<file path="config.mk">
export PLATFORM = sky130hd
export DESIGN_NAME = prio_irq_ctrl
export DESIGN_NICKNAME = d
export VERILOG_FILES = /design/src/rtl/prio_irq_pkg.sv /design/src/rtl/irq_edge_detect.sv /design/src/rtl/irq_prio_pick.sv /design/src/rtl/irq_reg_port.sv /design/src/rtl/prio_irq_ctrl.sv
export SDC_FILE = /design/constraint.sdc
export NUM_CORES = 1
export LEC_CHECK = 0
export CORE_ASPECT_RATIO = 1.25
export CORE_MARGIN = 1
export CORE_UTILIZATION = 47
export DETAILED_ROUTE_END_ITERATION = 12
export PLACE_DENSITY_LB_ADDON = 0.25
export SYNTH_ARGS = -nofsm -noshare
export SYNTH_HDL_FRONTEND = slang
export SYNTH_SLANG_ARGS = --single-unit
</file>
<file path="constraint.sdc">
create_clock -name clk_i -period 1.9 [get_ports clk_i]
set_input_delay 0.38 -clock clk_i [delete_from_list [all_inputs] [get_ports clk_i]]
set_output_delay 0.38 -clock clk_i [all_outputs]
set_load 0.005 [all_outputs]
</file>
<file path="src/rtl/prio_irq_pkg.sv">
package prio_irq_pkg;
  localparam int unsigned NUM_LINES   = 6;
  localparam int unsigned FIRST_LINE  = 2;
  localparam int unsigned SYNC_STAGES = 2;
  localparam int unsigned IDX_W       = $clog2(NUM_LINES);
  localparam logic [7:0]  VEC_BASE    = 8'h08;
  localparam logic [7:0]  ADDR_CMD    = 8'h20;
  localparam logic [7:0]  ADDR_MASK   = 8'h21;
  localparam logic [7:0]  CODE_EOI    = 8'h20;
  localparam logic [7:0]  MASK_RST    = 8'hFF;
endpackage

</file>
<file path="src/rtl/irq_edge_detect.sv">
module irq_edge_detect #(
  parameter int unsigned N      = 6,
  parameter int unsigned STAGES = 2
) (
  input  logic         clk_i,
  input  logic         rst_ni,
  input  logic [N-1:0] req_i,
  output logic [N-1:0] rise_o
);
  for (genvar g = 0; g < N; g++) begin : g_line
    // STAGES sync flops plus one history flop
    logic [STAGES:0] chain_q;
    always_ff @(posedge clk_i or negedge rst_ni) begin
      if (!rst_ni) chain_q <= '0;
      else         chain_q <= {chain_q[STAGES-1:0], req_i[g]};
    end
    assign rise_o[g] = chain_q[STAGES-1] & ~chain_q[STAGES];
  end
endmodule

</file>
<file path="src/rtl/irq_prio_pick.sv">
module irq_prio_pick #(
  parameter int unsigned N     = 6,
  parameter int unsigned IDX_W = $clog2(N)
) (
  input  logic [N-1:0]     cand_i,
  output logic             vld_o,
  output logic [IDX_W-1:0] idx_o
);
  // lowest index wins: scan downward so the last hit is the lowest
  always_comb begin
    vld_o = 1'b0;
    idx_o = '0;
    for (int i = int'(N) - 1; i >= 0; i--) begin
      if (cand_i[i]) begin
        vld_o = 1'b1;
        idx_o = IDX_W'(i);
      end
    end
  end
endmodule

</file>
<file path="src/rtl/irq_reg_port.sv">
module irq_reg_port
  import prio_irq_pkg::*;
(
  input  logic       clk_i,
  input  logic       rst_ni,
  input  logic       wr_i,
  input  logic       rd_i,
  input  logic [7:0] addr_i,
  input  logic [7:0] wdata_i,
  output logic [7:0] mask_o,
  output logic [7:0] rdata_o,
  output logic       eoi_o
);
  logic [7:0] mask_q, rdata_q;

  always_ff @(posedge clk_i or negedge rst_ni) begin
    if (!rst_ni) begin
      mask_q  <= MASK_RST;
      rdata_q <= '0;
    end else begin
      if (wr_i && addr_i == ADDR_MASK) mask_q <= wdata_i;
      if (rd_i) rdata_q <= (addr_i == ADDR_MASK) ? mask_q : 8'h00;
    end
  end

  assign eoi_o   = wr_i && addr_i == ADDR_CMD && wdata_i == CODE_EOI;
  assign mask_o  = mask_q;
  assign rdata_o = rdata_q;
endmodule

</file>
<file path="src/rtl/prio_irq_ctrl.sv">
module prio_irq_ctrl
  import prio_irq_pkg::*;
(
  input  logic                 clk_i,
  input  logic                 rst_ni,
  input  logic [NUM_LINES-1:0] irq_req_i,
  input  logic                 reg_wr_i,
  input  logic                 reg_rd_i,
  input  logic [7:0]           reg_addr_i,
  input  logic [7:0]           reg_wdata_i,
  output logic [7:0]           reg_rdata_o,
  output logic                 int_o,
  input  logic                 int_ack_i,
  output logic [7:0]           vec_o
);
  logic [NUM_LINES-1:0] rise, pend_q, pend_d, cand, take_mask;
  logic [7:0]           mask_q;
  logic                 eoi, insvc_q, win_vld, take;
  logic [IDX_W-1:0]     win_idx;

  irq_edge_detect #(.N(NUM_LINES), .STAGES(SYNC_STAGES)) u_edge (
    .clk_i  (clk_i),
    .rst_ni (rst_ni),
    .req_i  (irq_req_i),
    .rise_o (rise)
  );

  irq_reg_port u_regs (
    .clk_i   (clk_i),
    .rst_ni  (rst_ni),
    .wr_i    (reg_wr_i),
    .rd_i    (reg_rd_i),
    .addr_i  (reg_addr_i),
    .wdata_i (reg_wdata_i),
    .mask_o  (mask_q),
    .rdata_o (reg_rdata_o),
    .eoi_o   (eoi)
  );

  assign cand = pend_q & ~mask_q[FIRST_LINE +: NUM_LINES];

  irq_prio_pick #(.N(NUM_LINES), .IDX_W(IDX_W)) u_pick (
    .cand_i (cand),
    .vld_o  (win_vld),
    .idx_o  (win_idx)
  );

  assign int_o     = win_vld & ~insvc_q;
  assign vec_o     = int_o ? VEC_BASE + 8'(FIRST_LINE) + 8'(win_idx) : 8'h00;
  assign take      = int_o & int_ack_i;
  assign take_mask = take ? (NUM_LINES'(1) << win_idx) : '0;
  // a fresh edge outranks the clear from the acknowledge
  assign pend_d    = (pend_q & ~take_mask) | rise;

  always_ff @(posedge clk_i or negedge rst_ni) begin
    if (!rst_ni) begin
      pend_q  <= '0;
      insvc_q <= 1'b0;
    end else begin
      pend_q <= pend_d;
      if (take)     insvc_q <= 1'b1;
      else if (eoi) insvc_q <= 1'b0;
    end
  end
endmodule

</file>
==> results of run 1 <==
[layer usage]
| metal | track usage [%] | up-vias | part of all wire, % |
|---|---|---|---|
| li1 | - | 577 | - |
| met1 | 24.3 | 624 | 37 |
| met2 | 42.6 | 47 | 55 |
| met3 | 6.44 | 16 | 4.8 |
| met4 | 12.5 | 0 | 3.5 |
| met5 | 0 | - | 0 |
[registers in the layout (all words and copies together) (netlist names)]
signal	count
u_edge.g_line.chain_q	18
u_regs.mask_o	8
u_regs.rdata_o	8
pend_q	6
insvc_q	1
[worst max path at each step]
stage,depth (start not counted),endpoint,slack [ps]
finish,6,vec_o[2],-320
global route,6,vec_o[2],-360
CTS,6,vec_o[2],-280
detailed placement,6,vec_o[2],-400
global placement,6,vec_o[2],-360
floorplan,5,vec_o[2],110
[through the flow]
stage / std cells / util [%]
6_report: 234 / 75.2
4_1_cts: 235 / 74.3
5_1_grt: 234 / 75.2
3_5_place_dp: 220 / 67.7
3_3_place_gp: 220 / 67.7
2_1_floorplan: 126 / -
[cell families after synthesis]
group | synth area share [%]
AO/OA/AOI/OAI | 9.96
adder cells (fa/ha/maj) | 0.760
buffers and inverters | 3.65
flip-flops | 63.0
multiplexers | 7.30
other | 0.228
AND/OR/NAND/NOR | 15.1
[repair_timing]
action / CTS / global route
gates resized for setup: 39 / 9
pin swaps: 3 / 4
setup buffers: 7 / 0
endpoints found under the setup margin: 6 / 6
[layout by cell type, fill, tap and decap left out, drive strengths merged]
master	instances
and3	1
nor4b	4
and4b	1
nor2b	5
and4	1
clkinvlp	1
nand4	1
inv	8
and2	3
conb	3
bufinv	1
clkdlybuf4s50	33
a31oi	4
clkbuf	5
dfstp	8
buf	34
nor2	7
nand2b	6
o311ai	1
ha	1
mux2	8
o31ai	1
o21ai	3
a22o	8
nand2	2
nand3	1
a21o	1
nor3	4
a21oi	6
dfrtp	33
clkinv	1
and3b	1
[power groups by stage]
stage               Clock (mW)  Sequential, mW  Combinational (mW)
floorplan                    0           0.932              0.0381
global placement             0           0.933               0.131
detailed placement           0           0.935               0.137
CTS                      0.708           0.919               0.151
global route             0.750           0.922               0.165
finish                   0.698           0.919               0.153
[final cells by class]
class                   count  area share (%)
well taps                  37            1.88
inverters                   8            1.22
clock buffers               5            2.79
flip-flops and latches     41            42.0
repair buffers             67            23.8
clock inverters             3            1.88
multi-input cells          73            26.4
==> impl_results.md, run 1 <==
* Pwr Density at 717 mW/mm2
* Clock share of power at 39.5%
* Wirelength per Cell at 16.6 um
* Cts hold-fix bufs at 0
* Final worst slack at -316 ps
* DRC Markers at 0
* Hold slack at 35.7 ps
* Crit-path cells: nand2b_4 > and4_4 > nor2b_4 > ha_4 > and2_4 > buf_6
* Post-synthesis sequential area ratio at 63.0%
* Crit path launch: u_regs.mask_o[4]$_DFFE_PN1P_
* Most numerous cell in the Yosys netlist: dfrtp_1
* WL final at 3880 um
* RSZ-0062 raised after global routing: yes
* Netlist cell types at 31
* WS Path Type: flop to output port
* Fin nets at 224
* Most used DFF post-synth: dfrtp_1
* Dpl hpwl at 2640 um
* Port Buf Inserts at 40
* YS warnings at 0
* Sw Pwr at 0.380 mW
* Clock Skew at 2.55 ps
* IO Pins at 44
* Routability Congestion at 0.785
* Delay-heaviest family, CP: simple AND/OR/NAND/NOR gates
* Yosys reg bits at 41
* Final Slew Violations at 0
* Minimum clock period at 2220 ps
* Crit path max fanout at 4
* Final period utilization at 117%
* Largest net degree at the start of global routing at 24
* Clock buffer depth at 2
* Overflow after GRT at 0
* Chip Height at 68.2 um
* Reg area at 0.00104 mm2
* Critical Path Sink Type: output port
* Initial antenna violation count at 0
* CTS sink cnt at 41
* Share of cells above drive strength 1 at 39.6%
* Max-Cap Viols at 0
* Design Power at 1.77 mW
* CTS Buf Count at 5
* Htree depth at 2
* Reg2reg setup slack at 310 ps
* Placed cell area at 0.00222 mm2
* Worst stage delay on the critical path at 540 ps
* Worst skew pair latency at 300 ps
* Core area at 0.00328 mm2
* Worst Path Buf+Inv at 1
* Vias in the first global route at 1,350
* Via Count at 1,264
* Yosys top cell area share at 50.2%
* Worst R2R Start: u_regs.mask_o[6]$_DFFE_PN1P_
* Footprint of the multi-input gates at 652 um2
* Mapped Avg Cell Area at 13.3 um2
* Antenna Nets Post-Route at 0
* Async SR Flop Fraction at 100%
* Status: finished, violations left
* Worst R2R End: pend_q[4]$_DFF_PN0_
* P_int at 1.39 mW
* Max VDD drop at 0.824 mV
* CP required at 1520 ps
* Worst path arrival time at 1840 ps
* Count of final hold-check violations at 0
* Logic gate share of total power at 8.6%
* Final Instance Area at 0.00247 mm2
* Cell taking the most area after synthesis: dfrtp_1
* Initial Util at 50.2%
* CTS tree: done
* DR vias/cell at 5.40
* Root Buffer: clkbuf_8
* Area of the mapped netlist at 0.00165 mm2
* EDFF count, synth at 0
* DR iter-0 viols at 20
* Post-Place Setup Slack at -403 ps
* Worst hold path class: input port to asynchronous set/reset pin
* Tot GR Track Use at 23.8%
* Setup TNS at -1470 ps
* CP max-delay cell: dfstp_2
* Die Area at 0.00374 mm2
* Pre-antenna DRT Iters at 4
* Antenna cell count at 0
* Most area-consuming cells after synthesis: dfrtp_1, dfstp_2, mux2_4
* Seq pwr share at 51.9%
* Sw Ratio at 21.5%
* Leakage Power at 1.13 nW
* FILL cells at 216
* Area Growth Syn to Fin at 50.0%
* Clock Pin Slew Worst Setup and Hold Paths at 80 ps
* Fmax achieved at 0.451 GHz
* Site row count at 23
* Die width at 54.9 um
* First-pass GRT wire length at 6020 um
* Final Setup Violations at 6
* Gate Count Post-Synth at 124
* Failing checks: setup timing
* Synth cell count leaders: dfrtp_1, a22o_1, dfstp_2, mux2_4
* R2r worst-path depth at 5
* CP Launch Type: flop
Note: power is estimated with default switching activity, not from simulation.
==> run 2, diff against run 1 <==
CORE_MARGIN = 2   (was 1)
==> run 2 against run 1 <==
  * The flow still finishes with violations (setup timing)
  * Total power up 2.1%
  * Cell area up 3.0%
  * Sequential cell count unchanged
  * Combinational power about the same
  * Register-to-register slack worse by 50 ps
  * Clock power up 4.7%
  * Global-route usage down 1.8 points
  * Utilization down 0.98 points
  * Largest cell class unchanged
  * Setup slack better by 24 ps
  * Highest routed layer unchanged
  * Die area up 6.7%
  * Fmax up 1.1%
==> impl_results.md, run 2 (synthesis results as in run 1) <==
* Status: finished, violations left
* Failing checks: setup timing
* Antenna cell count at 0
* Worst hold path class: input port to asynchronous set/reset pin
* Met1 GRT Util at 23.5%
* Core area at 0.00342 mm2
* Max-Cap Viols at 0
* Htree depth at 2
* CTS Buf Count at 5
* Placed cell area at 0.00222 mm2
* Initial Util at 48.1%
* Root Buffer: clkbuf_8
* WL final at 4120 um
* Sw Ratio at 21.0%
* Tot GR Track Use at 22.0%
* Count of final hold-check violations at 0
* Wirelength per Cell at 17.0 um
* Overflow after GRT at 0
* CTS tree: done
* P_int at 1.43 mW
* First-pass GRT wire length at 6530 um
* Final period utilization at 115%
* Met3 Resource Use GR at 5.56%
* Die Area at 0.00399 mm2
* FILL cells at 237
* Max VDD drop at 0.734 mV
* DR iter-0 viols at 56
* Fin nets at 230
* Post-Layout Cell Count at 242
* Worst skew pair latency at 300 ps
* Routability Congestion at 0.775
* Pre-antenna DRT Iters at 4
* Area Growth Syn to Fin at 54.4%
* Final Setup Violations at 6
* Critical Path Sink Type: output port
* DR vias/cell at 5.28
* Largest net degree at the start of global routing at 42
* Minimum clock period at 2190 ps
* Sw Pwr at 0.380 mW
* Leakage Power at 1.18 nW
* Delay-heaviest family, CP: simple AND/OR/NAND/NOR gates
* Most frequent cells in the layout: clkdlybuf4s50_1, dfrtp_1, buf_4
* DRC Markers at 0
* Port Buf Inserts at 40
* Max reg flops at 18
* Cts hold-fix bufs at 0
* Clock Skew at 8.07 ps
* Worst Path Buf+Inv at 1
* Worst stage delay on the critical path at 550 ps
* Reg with most FFs: u_edge.g_line.chain_q
* WS Path Type: flop to output port
* RSZ-0062 raised after global routing: yes
* Dpl hpwl at 2560 um
* CP max-delay cell: dfstp_2
* Antenna Nets Post-Route at 0
* CP required at 1520 ps
* Clock buffer depth at 2
* Final Instance Area at 0.00254 mm2
* CTS sink cnt at 41
* Via Count at 1,278
* Clock share of power at 40.4%
* Clock Pin Slew Worst Setup and Hold Paths at 80 ps
* Pwr Density at 711 mW/mm2
* CP Launch Type: flop
* Share of cells above drive strength 1 at 42.4%
* Seq pwr share at 50.9%
* Site row count at 24
* Final Slew Violations at 0
* Cells after DPL at 221
* IO Pins at 44
* Crit-path cells: nand2b_4 > and4_4 > nor2b_4 > ha_4 > and2_4 > buf_6
* Gr busiest metal: met2
* Logic gate share of total power at 8.6%
* Met2 GRT Util at 40.4%
* Worst path arrival time at 1810 ps
* Chip Height at 70.2 um
* Final worst slack at -292 ps
* Fmax achieved at 0.456 GHz
* Initial antenna violation count at 0
* Crit path max fanout at 3
* Vias in the first global route at 1,381
* Die width at 56.9 um
[run 2: repair_timing]
item | in CTS | in global routing
setup endpoints to repair | 6 | 6
buffers inserted | 8 | 5
endpoints found under the hold margin | 0 | 0
resized for setup | 48 | 5
pin swaps | 5 | 6
[run 2: routing by layer]
metal  vias to the layer above  wire length [um]
li1                        584                 -
met1                       644              1570
met2                        43              2280
met3                         7               193
met4                         0                78
met5                         -                 0
[run 2: path summary, 6_finish.rpt]
check	startpoint	slack [ps]	to	cells past startpoint
max in group asynchronous	rst_ni	1410	u_regs.mask_o[6]$_DFFE_PN1P_	2
worst min register to register	u_edge.g_line[3].chain_q[0]$_DFF_PN0_	350	u_edge.g_line[3].chain_q[1]$_DFF_PN0_	0
worst min-delay path	rst_ni	120	u_regs.rdata_o[1]$_DFFE_PN0P_	2
min in group clk_i	u_edge.g_line[3].chain_q[0]$_DFF_PN0_	350	u_edge.g_line[3].chain_q[1]$_DFF_PN0_	0
worst max-delay path	u_regs.mask_o[4]$_DFFE_PN1P_	-290	vec_o[2]	6
worst max register to register	insvc_q$_DFFE_PN0P_	260	insvc_q$_DFFE_PN0P_	5
[run 2: area by class of cell]
type	instances	area, um2	area share, %
multi-input cells	73	669	26.3
clock buffers	6	82.6	3.25
clock inverters	2	37.5	1.48
flip-flops and latches	41	1040	40.8
inverters	8	30.0	1.18
well taps	39	48.8	1.92
repair buffers	73	637	25.1
[run 2: power by group through the flow]
stage	Sequential, mW	Combinational [mW]	Clock [mW]
finish	0.920	0.156	0.731
detailed placement	0.935	0.133	0
global placement	0.933	0.130	0
CTS	0.920	0.145	0.736
floorplan	0.932	0.0381	0
global route	0.924	0.168	0.766
[run 2: through the flow]
| stage | hold slack, ps | setup TNS, ps | setup WS (ps) | power, mW | util, % |
|---|---|---|---|---|---|
| floorplan | 84.4 | 0 | 110 | 0.970 | - |
| global placement | 332 | -1580 | -353 | 1.06 | 64.8 |
| detailed placement | 336 | -2090 | -373 | 1.07 | 64.8 |
| CTS | 142 | -995 | -282 | 1.80 | 72.5 |
| global route | 162 | -1510 | -338 | 1.86 | 74.2 |
| finish | 117 | -1270 | -292 | 1.81 | 74.2 |
[run 2: worst register-to-register path, cell delays in order (launching register included)]
cell and delay [ps]:
dfrtp_1 370, buf_4 140, nor4b_1 330, nand4_1 220
nor4b_1 390, nor3_1 80
